--- config.mk ---
export PLATFORM = sky130hd
export DESIGN_NAME = irq_countdown_timer
export DESIGN_NICKNAME = d
export VERILOG_FILES = /design/src/rtl/tmr_pkg.sv /design/src/rtl/tmr_prescaler.sv /design/src/rtl/tmr_downcount.sv /design/src/rtl/tmr_regs.sv /design/src/rtl/irq_countdown_timer.sv
export SDC_FILE = /design/constraint.sdc
export NUM_CORES = 1
export LEC_CHECK = 0
export ABC_CLOCK_PERIOD_IN_PS = 8550
export BUFFER_PORTS_ARGS = -buffer_cell sky130_fd_sc_hd__buf_4
export CORE_MARGIN = 5
export CORE_UTILIZATION = 60
export CTS_BUF_LIST = sky130_fd_sc_hd__clkbuf_8
export DETAILED_ROUTE_END_ITERATION = 8
export GPL_TIMING_DRIVEN = 0
export HOLD_SLACK_MARGIN = 0.06
export PLACE_DENSITY_LB_ADDON = 0.08
export SETUP_SLACK_MARGIN = 0.02
export SYNTH_ARGS = -nofsm -noshare
export SYNTH_HDL_FRONTEND = slang
export SYNTH_SLANG_ARGS = --single-unit
--- constraint.sdc ---
create_clock -name clk -period 8.55 [get_ports clk]
set_clock_uncertainty 0.1 [all_clocks]
set_input_delay 1.2825 -clock clk [delete_from_list [all_inputs] [get_ports clk]]
set_output_delay 1.2825 -clock clk [all_outputs]
set_load 0.05 [all_outputs]
--- src/rtl/tmr_pkg.sv ---
package tmr_pkg;

  localparam int SHIFT_W = 3;
  localparam int PRE_W   = (1 << SHIFT_W) - 1;

  typedef enum logic [1:0] {
    SEL_ENTRY = 2'd0,
    SEL_START = 2'd1,
    SEL_COUNT = 2'd2,
    SEL_DIV   = 2'd3
  } reg_sel_e;

  localparam int MODE_BIT = 17;
  localparam int MASK_BIT = 16;
  localparam int VEC_W    = 8;

  localparam logic [31:0] ENTRY_KEEP  = 32'h0003_00FF;
  localparam logic [31:0] ENTRY_RESET = 32'h0001_0000;
  localparam logic [31:0] DIV_KEEP    = 32'h0000_000B;

  typedef struct packed {
    logic             periodic;
    logic             masked;
    logic [VEC_W-1:0] vector;
  } entry_t;

  function automatic entry_t unpack_entry(input logic [31:0] raw);
    entry_t e;
    e.periodic = raw[MODE_BIT];
    e.masked   = raw[MASK_BIT];
    e.vector   = raw[VEC_W-1:0];
    return e;
  endfunction

  function automatic logic [SHIFT_W-1:0] div_code(input logic [31:0] cfg);
    return {cfg[3], cfg[1], cfg[0]};
  endfunction

  function automatic logic [SHIFT_W-1:0] div_shift(input logic [SHIFT_W-1:0] code);
    return code + 3'd1;
  endfunction

  function automatic logic [PRE_W-1:0] phase_mask(input logic [SHIFT_W-1:0] sh);
    logic [PRE_W:0] full;
    full = ({{PRE_W{1'b0}}, 1'b1} << sh) - 1'b1;
    return full[PRE_W-1:0];
  endfunction

endpackage

--- src/rtl/tmr_prescaler.sv ---
module tmr_prescaler
  import tmr_pkg::*;
(
  input  logic               clk,
  input  logic               rst_n,
  input  logic               restart,
  input  logic [SHIFT_W-1:0] shift,
  output logic               tick
);

  logic [PRE_W-1:0] phase_q;
  logic [PRE_W-1:0] sel_mask;

  always_comb sel_mask = phase_mask(shift);

  assign tick = ((phase_q & sel_mask) == sel_mask);

  always_ff @(posedge clk) begin
    if (!rst_n)       phase_q <= '0;
    else if (restart) phase_q <= '0;
    else              phase_q <= phase_q + 1'b1;
  end

endmodule

--- src/rtl/tmr_downcount.sv ---
module tmr_downcount #(
  parameter int CNT_W = 32
) (
  input  logic             clk,
  input  logic             rst_n,
  input  logic             load,
  input  logic [CNT_W-1:0] load_val,
  input  logic [CNT_W-1:0] reload_val,
  input  logic             tick,
  input  logic             periodic,
  output logic [CNT_W-1:0] count_q,
  output logic             armed_q,
  output logic             expire
);

  logic at_zero;

  assign at_zero = (count_q == '0);
  assign expire  = tick & armed_q & at_zero & ~load;

  always_ff @(posedge clk) begin
    if (!rst_n) begin
      count_q <= '0;
      armed_q <= 1'b0;
    end else if (load) begin
      count_q <= load_val;
      armed_q <= (load_val != '0);
    end else if (tick && armed_q) begin
      if (!at_zero)      count_q <= count_q - 1'b1;
      else if (periodic) count_q <= reload_val;
      else               armed_q <= 1'b0;
    end
  end

endmodule

--- src/rtl/tmr_regs.sv ---
module tmr_regs
  import tmr_pkg::*;
#(
  parameter int DATA_W = 32,
  parameter int CNT_W  = 32
) (
  input  logic              clk,
  input  logic              rst_n,
  input  logic              wr_en,
  input  logic [1:0]        wr_addr,
  input  logic [DATA_W-1:0] wr_data,
  input  logic [1:0]        rd_addr,
  input  logic [CNT_W-1:0]  count_now,
  output logic [DATA_W-1:0] rd_data,
  output logic [31:0]       entry_q,
  output logic [CNT_W-1:0]  start_q,
  output logic [31:0]       div_q,
  output logic              start_wr
);

  logic [31:0] wr_word;

  assign wr_word  = 32'(wr_data);
  assign start_wr = wr_en && (reg_sel_e'(wr_addr) == SEL_START);

  always_ff @(posedge clk) begin
    if (!rst_n) begin
      entry_q <= ENTRY_RESET;
      start_q <= '0;
      div_q   <= '0;
    end else if (wr_en) begin
      case (reg_sel_e'(wr_addr))
        SEL_ENTRY: entry_q <= wr_word & ENTRY_KEEP;
        SEL_START: start_q <= CNT_W'(wr_data);
        SEL_DIV:   div_q   <= wr_word & DIV_KEEP;
        default:   ;
      endcase
    end
  end

  always_comb begin
    case (reg_sel_e'(rd_addr))
      SEL_ENTRY: rd_data = DATA_W'(entry_q);
      SEL_START: rd_data = DATA_W'(start_q);
      SEL_COUNT: rd_data = DATA_W'(count_now);
      default:   rd_data = DATA_W'(div_q);
    endcase
  end

endmodule

--- src/rtl/irq_countdown_timer.sv ---
module irq_countdown_timer
  import tmr_pkg::*;
#(
  parameter int DATA_W = 32,
  parameter int CNT_W  = 32
) (
  input  logic              clk,
  input  logic              rst_n,
  input  logic              wr_en,
  input  logic [1:0]        wr_addr,
  input  logic [DATA_W-1:0] wr_data,
  input  logic [1:0]        rd_addr,
  output logic [DATA_W-1:0] rd_data,
  output logic              irq_pulse,
  output logic [VEC_W-1:0]  irq_vector
);

  logic [31:0]        entry_q;
  logic [31:0]        div_q;
  logic [CNT_W-1:0]   start_q;
  logic [CNT_W-1:0]   count_q;
  logic [CNT_W-1:0]   load_val;
  logic               start_wr;
  logic               tick;
  logic               expire;
  logic               armed_q;
  logic [SHIFT_W-1:0] tick_shift;
  entry_t             ent;

  assign ent        = unpack_entry(entry_q);
  assign tick_shift = div_shift(div_code(div_q));
  assign load_val   = CNT_W'(wr_data);

  tmr_regs #(.DATA_W(DATA_W), .CNT_W(CNT_W)) u_regs (
    .clk      (clk),
    .rst_n    (rst_n),
    .wr_en    (wr_en),
    .wr_addr  (wr_addr),
    .wr_data  (wr_data),
    .rd_addr  (rd_addr),
    .count_now(count_q),
    .rd_data  (rd_data),
    .entry_q  (entry_q),
    .start_q  (start_q),
    .div_q    (div_q),
    .start_wr (start_wr)
  );

  tmr_prescaler u_pre (
    .clk    (clk),
    .rst_n  (rst_n),
    .restart(start_wr),
    .shift  (tick_shift),
    .tick   (tick)
  );

  tmr_downcount #(.CNT_W(CNT_W)) u_cnt (
    .clk       (clk),
    .rst_n     (rst_n),
    .load      (start_wr),
    .load_val  (load_val),
    .reload_val(start_q),
    .tick      (tick),
    .periodic  (ent.periodic),
    .count_q   (count_q),
    .armed_q   (armed_q),
    .expire    (expire)
  );

  always_ff @(posedge clk) begin
    if (!rst_n) begin
      irq_pulse  <= 1'b0;
      irq_vector <= '0;
    end else begin
      irq_pulse <= expire & ~ent.masked;
      if (expire) irq_vector <= ent.vector;
    end
  end

endmodule

# After elaboration in Yosys (flattened, before gate mapping)
# Cells that the tools add are included.
# word_totals
wordCells	51
output_inout_bits	41
input_bits	39
regBits	94
# op_classes
shifts	1
n_addsub	4
eq_ne	7
muxes	9
n_bitwise	8
n_reduce_logical	14
# ops
operator	count
two-way mux 32 bit	4
case mux 32 bit (3 select lines)	1
logical NOT 32 bit	1
nonzero test 32 bit	1
subtractor 32 x 1 -> 32 bit (second input constant)	1
AND reduction 2 bit	4
adder 7 x 1 -> 7 bit (second input constant)	1
bitwise AND 7 bit	1
== test 7 bit	1
<< shifter 1 x 3 -> 7 bit (first input constant)	1
subtractor 7 x 1 -> 7 bit (second input constant)	1
bitwise AND 1 bit	4
== test 2 x 1 -> 1 bit (second input constant)	2
== test 2 bit (second input constant)	2
logical NOT 2 bit	2
two-way mux 1 bit	4
nonzero test 2 bit	2
adder 3 x 1 -> 3 bit (second input constant)	1
!= test 3 x 2 -> 1 bit (second input constant)	1
NOT 1 bit	3
AND reduction 3 bit	1
logical AND 1 bit	2
!= test 2 x 1 -> 1 bit (second input constant)	1
OR reduction 2 bit	1

# Depth between registers and ports, before layout
# Gate-level depths: netlist of run 1.
# depth
ltp_word	9
depth_mapped	12
ltp_nobuf	9

# By module
# From an unflattened synthesis of run 1, not the netlist that was laid out.
# hier_totals
cells_unflattened	695
area_unflattened_um2	5769.3
# by_module_without_submodules
module	seq_area_each_um2	cells_per_inst	area_each_um2	n_inst
tmr_regs	900.9	285	2575.0	1
tmr_downcount	660.6	343	2518.7	1
irq_countdown_timer	180.2	30	356.6	1
tmr_prescaler	140.1	37	319.1	1

# Least setup slack after synthesis of run 1
# OpenSTA, ideal clock, no wires.
# synth_timing
path_kind	input-to-output
from	input port rd_addr[1]
to	output port rd_data[16]
t_required_ps	7168
stages	3
setup_slack_ps	4184
arrival_ps	2984
n_path_buf	1
path_cell_list	buf_1 > mux2i_1 > o21ai_0
# synth_between
elab_chain_cells	2
word_cells_on_any_way	4
# synth_lines
item	line_no	source
start, declared	irq_countdown_timer.sv:12	input logic [1:0] rd_addr,
== test 2 bit (tied with other cells)	tmr_regs.sv:42	case (reg_sel_e'(rd_addr))
case mux 32 bit (3 select lines) (*)	tmr_regs.sv:42	
end, declared	irq_countdown_timer.sv:13	output logic [DATA_W-1:0] rd_data,
# Every way passes the cells marked *; elsewhere a longest branch is shown, timed or not.

# Worst setup path after layout of run 1
# layout_timing
from	input port rd_addr[1]
to	output port rd_data[17]
# Same word-level chain as after synthesis.

==> results of run 1 <==
## layout by cell type, fill, tap and decap left out, types with 4 or more instances in the layout
cell type | netlist | final
clkbuf_1 | 37 | 37
a22o_1 | 24 | 24
nand2_1 | 97 | 97
buf_1 | 9 | 9
a21oi_1 | 71 | 71
nand3_1 | 18 | 18
nor2_1 | 57 | 57
or3_1 | 7 | 7
o21a_1 | 6 | 6
a32o_1 | 4 | 4
nor4_1 | 15 | 15
nor3_1 | 15 | 15
o21ai_0 | 47 | 47
nand4_1 | 5 | 5
buf_4 | 2 | 81
ha_1 | 4 | 4
o211ai_1 | 10 | 10
inv_1 | 8 | 9
and3_1 | 5 | 5
a221oi_1 | 4 | 4
dfxtp_1 | 94 | 94
a31oi_1 | 13 | 13
o31ai_1 | 9 | 9
clkbuf_8 | 0 | 9
mux2i_1 | 30 | 30
nor3b_1 | 4 | 4
or4_1 | 4 | 4
xnor2_1 | 4 | 4
or2_2 | 4 | 4
## logic make-up after synthesis
| logic type | Yosys count |
|---|---|
| DFF | 94 |
| and+or+nand+nor | 248 |
| muxes | 33 |
| xor gates and xnor gates | 6 |
| adders and majority gates | 4 |
| buffers and inverters | 61 |
| AOI/OAI and AO/OA | 215 |
## power by group
| part | internal, mW | total [mW] | switching [mW] |
|---|---|---|---|
| sequential | 0.456 | 0.476 | 0.0207 |
| combinational | 0.118 | 0.356 | 0.237 |
| clock | 0.166 | 0.336 | 0.170 |
## worst reg2reg max path, delay by kind of cell (launching register included)
family,cells,cell delay [ps]
simple gates,3,1890
buf+inv,3,1180
flops,1,300
compound gates,2,560
## path summary, 6_finish.rpt
check / cells past startpoint / slack (ps) / endpoint / start
setup / recovery: 7 / 3960 / rd_data[17] / rd_addr[1]
hold / removal: 2 / 380 / u_regs.start_q[17] / u_regs.start_q[17]
setup reg to reg: 8 / 4420 / u_cnt.count_q[6] / u_cnt.count_q[4]
hold reg to reg: 2 / 380 / u_regs.start_q[17] / u_regs.start_q[17]
## per-layer routing
metal / GRT usage (%) / vias to the layer above / wire, um
li1: - / 2627 / -
met1: 49.6 / 2770 / 7230
met2: 59.7 / 540 / 8910
met3: 9.40 / 110 / 2900
met4: 18.8 / 0 / 1100
met5: 0 / - / 0
## registers in the layout, summed over array words and instances (netlist names)
name,flops
u_cnt.count_q,32
u_pre.phase_q,7
irq_pulse,1
u_regs.entry_q,10
u_regs.div_q,3
u_cnt.armed_q,1
u_regs.start_q,32
irq_vector,8
## layout make-up
| cell class | instances | area, um2 |
|---|---|---|
| tap | 105 | 131 |
| clock buffer | 9 | 124 |
| clock inverter | 7 | 95.1 |
| fill | 637 | 2180 |
| inverter | 8 | 30.0 |
| buffer | 53 | 225 |
| multi-input combinational | 506 | 3040 |
| timing repair buffer | 79 | 593 |
| sequential | 94 | 1880 |
## per-stage QoR
step	total power [mW]	std cells	worst slack (ps)
floorplan	0.708	661	4180
global placement	0.816	845	4130
detailed placement	0.824	845	4050
CTS	1.15	861	4070
global route	1.20	861	3920
finish	1.17	861	3960
==> results.py, run 1 <==
metrics = {
    "clocking": {
        "clock_latency_ps": 370,
        "cts-resized-gates": 0,
        "cts_hold_buf": 0,
        "cts_made_buffers": 9,
        "cts-root-buf": "clkbuf_8",
        "cts_buffer_depth": 2,
        "cts_setup_buffers": 0,
        "cts_tree": "yes",
        "cts_max_level": 3,
        "clock-sinks": 94,
        "path_clk_slew_ps": 90,
    },
    "critical_path": {
        "path_max_fanout": 10,
        "max_stage_delay_ps": 600,
        "start_kind": "input pin",
        "end_kind": "output port",
        "critPathRequiredTime_ps": 7170,
        "crit_path_frequent_cell": "buf_4",
        "cp_slowest_cell": "buf_1",
        "critPathBufInv": 4,
        "cp.arrival_ps": 3210,
        "worstPathCellList": "buf_4 > nor2b_1 > clkbuf_1 > buf_1 > nand2_1 > o21ai_0 > buf_4",
        "crit_family": "buffers and inverters",
        "path_class": "in2out",
    },
    "timing": {
        "holdWs_ps": 379,
        "slew_viol_final": 0,
        "setup_tns_ps": 0,
        "rsz0062_at_grt": "no",
        "clock.fmax_mhz": 218,
        "fin_crit_sh_pct": 53.7,
        "finalHoldViolCount": 0,
        "max_slew_margin_pct": 36.3,
        "min_period_ps": 4590,
        "setup_viol": 0,
        "tightest_slew_ps": 948,
    },
    "floorplanning": {
        "die_w_um": 103,
        "die_h_um": 103,
        "num_io_pins": 80,
        "start_util_pct": 62.4,
        "coreArea_mm2": 0.00830,
        "fp.dieArea_mm2": 0.0106,
        "num_rows": 33,
    },
    "yosys": {
        "synth_ff_type": "dfxtp_1",
        "netlist_area_mm2": 0.00518,
        "yosysSeqAreaShare_pct": 36.3,
        "yosysMostFrequentCell": "nand2_1",
        "synthArstFlopShare_pct": 0,
        "yosysWarnings": 0,
        "yosys.area_share.simple_pct": 23.0,
        "synthMuxAreaShare_pct": 7.10,
        "synth_nets": 704,
        "synth_fa_ha_area_share_pct": 0.967,
        "synthCells": 661,
        "synth.distinct_cells": 63,
        "yosys.area.top_type": "dfxtp_1",
        "synth_compound_area_share_pct": 26.6,
        "synth-xor-area-share_pct": 1.01,
        "post_synth.cell_area_avg_um2": 7.83,
        "synthTopCellsByArea": "dfxtp_1 36%, nand2_1 7.0%, a21oi_1 6.9%, mux2i_1 5.8%, o21ai_0 4.5%",
        "synth_top_family_by_area": "compound AO/OA/AOI/OAI gates",
        "synth_edf_count": 0,
        "synth_top_area_share_pct": 36.3,
        "ys_ff_latch": 94,
        "synthTopCellsByCount": "97 x nand2_1, 94 x dfxtp_1, 71 x a21oi_1, 57 x nor2_1, 47 x o21ai_0",
    },
    "global_routing": {
        "grt_usage_pct": 38.3,
        "antenna_found_initial": 0,
        "grt_overflow": 0,
        "grt_pass1_vias": 5623,
        "grt_max_degree": 17,
        "grt_pass1_wl_um": 30600,
    },
    "detailed_routing": {
        "routed-via-count": 6047,
        "drt-total-wl_um": 20100,
        "drc": 0,
        "via_per_inst": 7.02,
        "drtIter0Drc": 814,
        "routedWlPerCell_um": 23.4,
        "postRouteAntennaNets": 0,
        "drt-pass1-iter-count": 6,
    },
    "placement": {
        "place_congestion": 1.01,
        "hpwl_um": 14300,
        "post_dp_cell_area_mm2": 0.00590,
        "portBuffers": 79,
    },
    "run": {
        "maxCapViolCount": 0,
    },
    "cells_and_area": {
        "antennaDiodeCount": 0,
        "area_growth_pct": 18.2,
        "design_area_mm2": 0.00612,
        "finish.utilization_pct": 73.8,
        "nets": 794,
        "drive_gt1_share_pct": 15.5,
    },
    "pwr": {
        "p_leak_nw": 2.33,
        "power_density_mw_per_mm2": 191,
        "ir_worst_vdd_v": 0.000118,
    },
    "run_status": {
        "status": "finished, final reports clean",
    },
    "hold_path": {
        "hp-class": "reg2reg",
    },
}
Power figures use the tool's default switching activity.
==> run 2, diff against run 1 <==
Settings changed: ABC_CLOCK_PERIOD_IN_PS 8550 to 4130, CORE_UTILIZATION 60 to 53.
Clock period 8.55 ns to 4.13 ns, I/O delays scaled along.
==> results.py, run 2 (synthesis gave the netlist of run 1 again) <==
metrics = {
    "run_status": {
        "status": "finished, final reports clean",
    },
    "timing": {
        "clock.fmax_mhz": 254,
        "slew_viol_final": 0,
        "max_slew_margin_pct": 40.9,
        "setup_tns_ps": 0,
        "rsz0062_at_grt": "no",
        "setup_viol": 0,
        "finalHoldViolCount": 0,
        "min_period_ps": 3940,
        "setup_ws_ps": 190,
        "tightest_slew_ps": 887,
        "fin_crit_sh_pct": 95.4,
    },
    "detailed_routing": {
        "drtIter0Drc": 630,
        "drc": 0,
        "routedWlPerCell_um": 22.5,
        "drt-pass1-iter-count": 6,
        "via_per_inst": 6.56,
        "routed-via-count": 5830,
        "drt-total-wl_um": 20000,
        "postRouteAntennaNets": 0,
    },
    "cells_and_area": {
        "nets": 794,
        "drive_gt1_share_pct": 15.6,
        "reg.largest.list": "u_cnt.count_q x32, u_regs.start_q x32, u_regs.entry_q x10",
        "finish.utilization_pct": 63.6,
        "layout_commonest_cell": "nand2_1",
        "design_area_mm2": 0.00613,
        "area_growth_pct": 18.5,
        "final_cell_mix": "97 x nand2_1, 94 x dfxtp_1, 81 x buf_4",
        "antennaDiodeCount": 0,
    },
    "global_routing": {
        "antenna_found_initial": 0,
        "grt_pass1_vias": 5480,
        "grt_max_degree": 17,
        "grt_pass1_wl_um": 30500,
        "grt_overflow": 0,
        "grt_usage_pct": 34.3,
    },
    "critical_path": {
        "start_kind": "flop",
        "end_kind": "flop",
        "cp.arrival_ps": 4140,
        "critPathRequiredTime_ps": 4330,
        "path_class": "reg2reg",
        "path_max_fanout": 10,
    },
    "pwr": {
        "power_density_mw_per_mm2": 383,
        "p_leak_nw": 2.32,
        "ir_worst_vdd_v": 0.000271,
    },
    "clocking": {
        "cts_made_buffers": 9,
        "cts_tree": "yes",
        "path_clk_slew_ps": 90,
        "cts_buffer_depth": 2,
        "clock-sinks": 94,
        "cts-root-buf": "clkbuf_8",
        "clock_latency_ps": 400,
        "cts_hold_buf": 0,
        "cts_max_level": 3,
    },
    "floorplanning": {
        "start_util_pct": 53.7,
        "num_rows": 36,
        "fp.dieArea_mm2": 0.0118,
        "coreArea_mm2": 0.00964,
        "num_io_pins": 80,
        "die_h_um": 109,
        "die_w_um": 109,
    },
    "hold_path": {
        "hp-class": "reg2reg",
    },
    "placement": {
        "place_congestion": 0.961,
        "post_dp_cell_area_mm2": 0.00594,
        "dp_slack_ps": 126,
        "portBuffers": 79,
        "hpwl_um": 14000,
    },
    "run": {
        "maxCapViolCount": 0,
    },
}
run 2: changes by cell type in the layout (fill, tap and decap cells not counted):
cell,previous run,this run
bufinv_16,2,1
clkbuf_1,37,36
clkbuf_2,0,1
clkinv_4,1,0
clkinvlp_4,0,1
inv_6,2,3
run 2: worst paths after layout:
path / startpoint / to / slack, ps / depth (start not counted)
worst min register to register: u_pre.phase_q[0] / u_pre.phase_q[0] / 360 / 1
worst max register to register: u_regs.div_q[3] / u_cnt.count_q[13] / 190 / 12
worst min-delay path: u_pre.phase_q[0] / u_pre.phase_q[0] / 360 / 1
worst max-delay path: u_regs.div_q[3] / u_cnt.count_q[13] / 190 / 12
run 2: cell type report:
type                            count  area, um2
Tap cell                          133        166
Fill cell                         914       3500
Clock buffer                        9        124
Timing Repair Buffer               79        593
Sequential cell                    94       1880
Buffer                             53        226
Inverter                            8       30.0
Multi-Input combinational cell    506       3040
Clock inverter                      7       72.6
run 2: what timing repair did:
| item | in CTS | in global routing |
|---|---|---|
| gates resized for setup | 0 | 2 |
| endpoints found under the setup margin | 0 | 7 |
| setup buffers | 0 | 0 |
run 2: critical path, stage by stage (launching register included):
cell and delay (ps):
dfxtp_1 310, clkbuf_1 240, or3_1 430, ha_1 250
nand2_1 90, a31oi_1 50, a2111o_1 420, a211o_1 300
clkbuf_1 280, nor2_1 530, clkbuf_2 410, o21ai_0 170
a221oi_1 250
run 2: layer usage:
metal	part of all wire, %	vias up	track usage, %
li1	-	2620	-
met1	39	2730	43.3
met2	45	393	54.0
met3	11	87	7.76
met4	5.0	0	19.4
met5	0	-	0
run 2: stage by stage:
stage	total power, mW	std cells	hold slack, ps
final	2.35	889	365
after global routing	2.44	889	375
after CTS	2.33	889	364
after detailed placement	1.70	873	344
after global placement	1.69	873	335
after floorplan	1.47	661	318
run 2: report_power, final:
group | leakage (nW) | internal [mW] | switching [mW]
clock network | 0.102 | 0.283 | 0.364
registers | 0.764 | 0.943 | 0.0414
logic | 1.45 | 0.245 | 0.475
total | 2.32 | 1.47 | 0.881
